==> config.mk <==
export PLATFORM = sky130hd
export DESIGN_NAME = synce_ql_tracker
export DESIGN_NICKNAME = d
export VERILOG_FILES = /design/src/rtl/synce_ql_pkg.sv /design/src/rtl/ql_rx_port.sv /design/src/rtl/ql_tx_map.sv /design/src/rtl/synce_ql_tracker.sv
export SDC_FILE = /design/constraint.sdc
export NUM_CORES = 1
export LEC_CHECK = 0
export ABC_AREA = 1
export CAP_MARGIN = 20
export CORE_MARGIN = 3
export CORE_UTILIZATION = 25
export CTS_CLUSTER_DIAMETER = 120
export DETAILED_ROUTE_END_ITERATION = 7
export DONT_BUFFER_PORTS = 1
export PLACE_DENSITY = 0.49
export SKIP_LAST_GASP = 1
export SYNTH_ARGS = -nofsm -noshare
export SYNTH_HDL_FRONTEND = slang
export SYNTH_SLANG_ARGS = --single-unit
==> constraint.sdc <==
create_clock -name clk_i -period 2.8 [get_ports clk_i]
set_input_delay 0.56 -clock clk_i [delete_from_list [all_inputs] [get_ports clk_i]]
set_output_delay 0.56 -clock clk_i [all_outputs]
set_load 0.01 [all_outputs]
==> src/rtl/synce_ql_pkg.sv <==
package synce_ql_pkg;
  localparam int QL_W = 3;
  typedef logic [QL_W-1:0] ql_t;

  localparam ql_t QL_PRC  = 3'd0;
  localparam ql_t QL_SSUA = 3'd1;
  localparam ql_t QL_SSUB = 3'd2;
  localparam ql_t QL_SEC  = 3'd3;
  localparam ql_t QL_DNU  = 3'd4;
  localparam ql_t QL_UNK  = 3'd5;

  // codes that replace the stored input level
  function automatic logic ql_accept(ql_t q);
    return q <= QL_DNU;
  endfunction

  // codes a line clock input may carry
  function automatic logic ql_traceable(ql_t q);
    return q <= QL_SEC;
  endfunction
endpackage

==> src/rtl/ql_rx_port.sv <==
module ql_rx_port
  import synce_ql_pkg::*;
#(
  parameter int TIMEOUT_S = 5
) (
  input  logic clk_i,
  input  logic rst_ni,
  input  logic sync_en_i,
  input  logic rx_vld_i,
  input  ql_t  rx_ql_i,
  input  logic tick_i,
  output ql_t  ql_o,
  output logic upd_o,
  output logic elig_o
);
  localparam int CNT_W = $clog2(TIMEOUT_S + 1);

  ql_t              ql_q, ql_d;
  logic [CNT_W-1:0] cnt_q, cnt_d;
  logic             upd_q;
  logic             take;

  assign take = rx_vld_i && ql_accept(rx_ql_i);

  always_comb begin
    ql_d  = ql_q;
    cnt_d = cnt_q;
    if (!sync_en_i) begin
      ql_d  = QL_UNK;
      cnt_d = '0;
    end else if (take) begin
      ql_d  = rx_ql_i;
      cnt_d = CNT_W'(TIMEOUT_S);
    end else if (tick_i && cnt_q != '0) begin
      cnt_d = cnt_q - CNT_W'(1);
      if (cnt_q == CNT_W'(1)) ql_d = QL_UNK;
    end
  end

  always_ff @(posedge clk_i or negedge rst_ni) begin
    if (!rst_ni) begin
      ql_q  <= QL_UNK;
      cnt_q <= '0;
      upd_q <= 1'b0;
    end else begin
      ql_q  <= ql_d;
      cnt_q <= cnt_d;
      upd_q <= (ql_d != ql_q);
    end
  end

  assign ql_o   = ql_q;
  assign upd_o  = upd_q;
  assign elig_o = sync_en_i && ql_traceable(ql_q);


  load_chk: assert property (@(posedge clk_i) disable iff (!rst_ni)
    sync_en_i && take |=> ql_q == $past(rx_ql_i) && cnt_q == CNT_W'(TIMEOUT_S));


  ignore_chk: assert property (@(posedge clk_i) disable iff (!rst_ni)
    sync_en_i && !take && !(tick_i && cnt_q == CNT_W'(1)) |=> $stable(ql_q));


  expire_chk: assert property (@(posedge clk_i) disable iff (!rst_ni)
    sync_en_i && !take && tick_i && cnt_q == CNT_W'(1) |=> ql_q == QL_UNK);


  idle_unk_chk: assert property (@(posedge clk_i) disable iff (!rst_ni)
    (cnt_q == '0) == (ql_q == QL_UNK));


  strobe_wins_chk: assert property (@(posedge clk_i) disable iff (!rst_ni)
    sync_en_i && take && tick_i |=> cnt_q == CNT_W'(TIMEOUT_S));


  nosync_chk: assert property (@(posedge clk_i) disable iff (!rst_ni)
    !sync_en_i |=> ql_q == QL_UNK);


  upd_rise_chk: assert property (@(posedge clk_i) disable iff (!rst_ni)
    ql_q != $past(ql_q) |-> upd_o);


  upd_quiet_chk: assert property (@(posedge clk_i) disable iff (!rst_ni)
    ql_q == $past(ql_q) |-> !upd_o);
endmodule

==> src/rtl/ql_tx_map.sv <==
module ql_tx_map
  import synce_ql_pkg::*;
#(
  parameter int NUM_PORTS = 6,
  parameter int PORT_W    = 3
) (
  input  logic                      clk_i,
  input  logic                      rst_ni,
  input  ql_t                       sys_ql_i,
  input  logic                      ref_from_port_i,
  input  logic [PORT_W-1:0]         ref_port_i,
  output logic [NUM_PORTS*QL_W-1:0] tx_ql_o
);
  for (genvar p = 0; p < NUM_PORTS; p++) begin : g_tx
    ql_t  tx_q;
    logic is_ref;

    assign is_ref = ref_from_port_i && (ref_port_i == PORT_W'(p));

    always_ff @(posedge clk_i or negedge rst_ni) begin
      if (!rst_ni) tx_q <= QL_DNU;
      else         tx_q <= is_ref ? QL_DNU : sys_ql_i;
    end

    assign tx_ql_o[p*QL_W +: QL_W] = tx_q;


    loop_block_chk: assert property (@(posedge clk_i) disable iff (!rst_ni)
      ref_from_port_i && ref_port_i == PORT_W'(p) |=> tx_ql_o[p*QL_W +: QL_W] == QL_DNU);


    follow_sys_chk: assert property (@(posedge clk_i) disable iff (!rst_ni)
      !ref_from_port_i |=> tx_ql_o[p*QL_W +: QL_W] == $past(sys_ql_i));
  end
endmodule

==> src/rtl/synce_ql_tracker.sv <==
module synce_ql_tracker
  import synce_ql_pkg::*;
#(
  parameter int NUM_PORTS = 6,
  parameter int TIMEOUT_S = 5,
  parameter int PORT_W    = (NUM_PORTS > 1) ? $clog2(NUM_PORTS) : 1
) (
  input  logic                      clk_i,
  input  logic                      rst_ni,
  input  logic [NUM_PORTS-1:0]      sync_en_i,
  input  logic [NUM_PORTS-1:0]      rx_vld_i,
  input  logic [NUM_PORTS*QL_W-1:0] rx_ql_i,
  input  logic                      tick_1s_i,
  input  logic [QL_W-1:0]           sys_ql_i,
  input  logic                      ref_from_port_i,
  input  logic [PORT_W-1:0]         ref_port_i,
  output logic [NUM_PORTS*QL_W-1:0] in_ql_o,
  output logic [NUM_PORTS-1:0]      elig_o,
  output logic [NUM_PORTS-1:0]      upd_o,
  output logic [NUM_PORTS*QL_W-1:0] tx_ql_o
);
  for (genvar p = 0; p < NUM_PORTS; p++) begin : g_port
    ql_t ql;

    ql_rx_port #(.TIMEOUT_S(TIMEOUT_S)) i_rx (
      .clk_i    (clk_i),
      .rst_ni   (rst_ni),
      .sync_en_i(sync_en_i[p]),
      .rx_vld_i (rx_vld_i[p]),
      .rx_ql_i  (rx_ql_i[p*QL_W +: QL_W]),
      .tick_i   (tick_1s_i),
      .ql_o     (ql),
      .upd_o    (upd_o[p]),
      .elig_o   (elig_o[p])
    );

    assign in_ql_o[p*QL_W +: QL_W] = ql;


    elig_level_chk: assert property (@(posedge clk_i) disable iff (!rst_ni)
      elig_o[p] |-> in_ql_o[p*QL_W +: QL_W] != QL_UNK && in_ql_o[p*QL_W +: QL_W] != QL_DNU);
  end

  ql_tx_map #(.NUM_PORTS(NUM_PORTS), .PORT_W(PORT_W)) i_tx (
    .clk_i          (clk_i),
    .rst_ni         (rst_ni),
    .sys_ql_i       (sys_ql_i),
    .ref_from_port_i(ref_from_port_i),
    .ref_port_i     (ref_port_i),
    .tx_ql_o        (tx_ql_o)
  );
endmodule

* Yosys cells after proc, flatten, opt, wreduce, memory -nomap -nowiden
Cells that the tools add are included.
** Word-level totals
- Logic and storage cells :: 144
- Input port bits :: 40
- Bits in registers :: 60
** Operators by class
- Equality and inequality tests :: 23
- Add/sub/neg operators :: 6
- Order comparisons :: 12
- Mux-type cells :: 48
- Reduce and logical (&&, ||, !) cells :: 31
** Operators by type and width (count)
- two-way mux 3 bit :: 48
- logical AND 1 bit :: 24
- equality test 3 x 1 -> 1 bit, second input constant :: 7
- <= comparator 3 x 2 -> 1 bit, second input constant :: 6
- <= comparator 3 bit, second input constant :: 6
- inequality test 3 x 1 -> 1 bit, second input constant :: 6
- inequality test 3 bit :: 6
- nonzero test 3 bit :: 6
- subtractor 3 x 1 -> 3 bit, second input constant :: 6
- equality test 3 x 2 -> 1 bit, second input constant :: 2
- equality test 3 bit, second input constant :: 2
- zero test 3 bit :: 1

* Logic depth before layout (Yosys ltp)
- Depth after elaboration :: 6
- Depth in mapped cells :: 11
- Mapped depth without buffers :: 11

* By module
Synthesis repeated with hierarchy kept, for this count alone.
** Second synthesis, totals
- Cell total of the unflattened synthesis :: 421
- Area, all modules :: 3349.5 um^2
** By module, submodules not included
- ql_rx_port at g_port[1].i_rx ... :: area an instance 450.4 um^2, cells an instance 60, instances 5, seq. area each 177.7 um^2
- ql_tx_map :: area an instance 614.3 um^2, cells an instance 55, instances 1, seq. area each 457.9 um^2
- ql_rx_port at g_port[0].i_rx :: area an instance 483.0 um^2, cells an instance 66, instances 1, seq. area each 177.7 um^2

* Worst setup path after synthesis
OpenSTA, ideal clock, no wires.
- Path kind :: input to output
- Start point :: input port sync_en_i[0]
- End point :: output port elig_o[0]
- Setup slack :: 1287 ps
- Cell stages on the path :: 4
- Data arrival time :: 953 ps
- Data required time :: 2240 ps
- Cell sequence :: buf_2 inv_1 nor2_1 buf_4
** Between the ends
- Word-level cells in the longest chain between the ends :: 1
** RTL lines
- start: declaration :: RTL line synce_ql_tracker.sv:10 : input logic [NUM_PORTS-1:0] sync_en_i,
- logical AND 1 bit :: RTL line ql_rx_port.sv:54 : assign elig_o = sync_en_i && ql_traceable(ql_q);
- end: declaration :: RTL line synce_ql_tracker.sv:18 : output logic [NUM_PORTS-1:0] elig_o,
Every way passes these cells.

* Worst setup path after layout
- Start point :: register g_port[0].i_rx.ql_q[2]
- End point :: output port elig_o[0]
** Between the ends
- Word-level cells in the longest chain between the ends :: 2
** RTL lines
- start: declaration :: RTL line ql_rx_port.sv:18 : ql_t ql_q, ql_d;
- start signal: assignment :: RTL line ql_rx_port.sv:46 : ql_q <= ql_d;
- <= comparator 3 x 2 -> 1 bit :: RTL line synce_ql_pkg.sv:19 : return q <= QL_SEC;
- logical AND 1 bit :: RTL line ql_rx_port.sv:54
Every way passes these cells.

==> results.md <==
* Status: finished, final reports clean
* Bufs and invs on worst path at 0
* Slowest-stage cell, CP: dfstp_2
* Routability Congestion at 0.785
* CP max stage delay at 0.59 ns
* # fillers at 1,499
* Top cells by count, synth: nand2_1, inv_1, nor2_1
* GRT Util Overall at 0.107
* Post-DP Area at 3680 sq um
* Synth top area cells: dfrtp_1, dfstp_2, nand2_1
* Worst-case reg-to-reg path depth at 7
* Crit path max fanout at 4
* Hpwl dp at 5650 um
* Critical Path Start Type: flip-flop
* Area grow syn2layout at 11.4%
* Syn nets at 525
* Fmax at 630 MHz
* Worst Path Arrival at 1.03 ns
* Period Utilization, post-route at 0.567
* Number of max-cap violations at 0
* Crit path kind: flip-flop to primary output
* WL final at 7970 um
* Yosys warns at 0
* Dominant delay contributor by cell family on the critical path: flip-flops
* Die area at 15,800 sq um
* GRT overflow at 0
* R2R Setup Slk at 1.39 ns
* Power density over the cells at 653 nW/um^2
* Post-DRT Antenna Nets at 0
* Clock Path Buffers at 2
* Yosys top cell by area: dfrtp_1
* Post-synth top area share at 0.294
* CTS tree: yes
* Worst Path Required at 2.24 ns
* Register Area at 1520 sq um
* Count leader, synth: nand2_1
* Top FF cell, synth: dfrtp_1
* Register area share after synthesis at 0.427
* Layout cell share with drive strength beyond 1 at 0.146
* Peak supply drop at 0.226 mV
* CTS root buf: clkbuf_16
* Number of remaining DRC errors at 0
* Finished Cell Area at 3980 sq um
* Final min period at 1.59 ns
* Post-synth EDFFs at 0
* Final setup violation count at 0
* Total stage count of the critical path at 1
* R2R Path End: g_port[1].i_rx.cnt_q[1]$_DFFE_PN0P_
* Multi-input gate area at 1560 sq um
* RSZ-0062 raised after global routing: no
* Flops & latches, synth at 60
* Post-synthesis instance area at 3570 sq um
* First-pass GRT wire length at 13,400 um
* Slew Limit Fails at 0
* Starting Density at 0.256
* Ys async rst share at 1.00
* Initial antenna violation count at 0
* Iter 0 DRT Violations at 81
* Core ar. at 13,900 sq um
* Final Hold Viols at 0
* CTS H-Tree Depth at 3
* Skew final at 0.00706 ns
* Worst-margin pin slew at 0.379 ns
* Die Y-Extent at 126 um
* Largest net degree at the start of global routing at 43
* Worst Hold Class: primary input to asynchronous set/reset pin
* Clock-pin slew on the worst setup and hold paths at 0.06 ns
* CTS buffer count at 9
* CP Capture Type: primary output
* Vias in the first global route at 2,814
* Vias at 2,843
* Ant diodes at 0
* Post-synth cell types at 23
* Post-CTS setup buffer count at 0
* Clock latency on the worst-skew pair at 0.34 ns
* Row count at 43
* IO Pins at 88
* Reg-to-Reg Start: g_port[1].i_rx.cnt_q[0]$_DFFE_PN0P_
* Port Buf Inserts at 0
* Nets at 520
* Syn Inst Count at 467
* P_leak at 2.11 nW
* Setup TNS at 0 ns
* Die width at 126 um
* CTS Sinks at 60
* Slew margin rel. at 0.745
* Drt pass-1 iters at 4
* Mapped Avg Cell Area at 7.65 sq um
* Crit path cell chain: nor2_1
* Post-DR vias/cell at 4.39
* WL per Instance at 12.3 um
metrics by stage:
step | util | total power, mW | setup slack (ns) | std cells | hold WS, ns
global route | 0.286 | 2.79 | 1.15 | 647 | 0.0360
global placement | 0.264 | 1.56 | 1.44 | 630 | 0.266
CTS | 0.286 | 2.66 | 1.18 | 647 | 0.0436
floorplan | - | 1.52 | 1.29 | 467 | 0.264
detailed placement | 0.264 | 1.58 | 1.40 | 630 | 0.267
finish | 0.286 | 2.60 | 1.21 | 647 | 0.0651
registers in the layout, indices dropped and copies added (netlist names):
signal	count
g_port.i_rx.upd_o	6
g_port.i_rx.cnt_q	18
g_port.i_rx.ql_o	18
i_tx.g_tx.tx_q	18
cell type report:
cell class	instances	share of cell area
Clock buffer	9	0.0566
Tap cell	180	0.0566
Sequential cell	60	0.383
Multi-Input combinational cell	293	0.393
Timing Repair Buffer	1	0.00692
Inverter	97	0.0915
Clock inverter	7	0.0129
layout by cell type, fill, tap and decap left out, drive strengths merged:
master and instances:
dfstp 18, dfrtp 42, o21ai 35, nand3 39, o22ai 6, clkinv 4, clkinvlp 2, nand2 126
or2 2, a21oi 7, buf 1, nand4 14, nor2 43, clkbuf 9, nand3b 1, nor3 2
ha 18, inv 98
power by group:
group	switching, mW	leakage [nW]	internal [mW]	total (mW)
sequential	0.0924	0.705	0.992	1.08
clock	0.421	0.132	0.600	1.02
combinational	0.315	1.27	0.179	0.494
per-layer routing:
| metal | vias up | global-route usage | wire length (um) |
|---|---|---|---|
| li1 | 1426 | - | - |
| met1 | 1343 | 0.122 | 3390 |
| met2 | 61 | 0.174 | 3860 |
| met3 | 13 | 0.0500 | 550 |
| met4 | 0 | 0.0421 | 162 |
| met5 | - | 0 | 0 |
logic make-up (layout without fill, tap and decap cells):
family                   Yosys count  after routing  share of synthesized area
flip-flops                        60             60                      0.427
AO/OA/AOI/OAI                     48             48                     0.0757
AND/OR/NAND/NOR                  227            227                      0.299
adder cells (fa/ha/maj)           18             18                     0.0630
buffers and inverters            114            114                      0.136
worst max-delay path by stage:
stage	slack [ns]	from	to
after floorplan	1.29	sync_en_i[0]	elig_o[0]
after global placement	1.44	rx_ql_i[9]	g_port[3].i_rx.cnt_q[2]$_DFFE_PN0P_
after detailed placement	1.40	rx_ql_i[9]	g_port[3].i_rx.cnt_q[2]$_DFFE_PN0P_
after CTS	1.18	g_port[0].i_rx.ql_o[2]$_DFF_PN1_	elig_o[0]
after global routing	1.15	g_port[0].i_rx.ql_o[2]$_DFF_PN1_	elig_o[0]
final	1.21	g_port[0].i_rx.ql_o[2]$_DFF_PN1_	elig_o[0]
what timing repair did:
action                                 in CTS  in global routing
hold buffers                                1                  0
gates resized for setup                     0                  0
endpoints found under the hold margin      42                  0
Power figures use the tool's default switching activity.
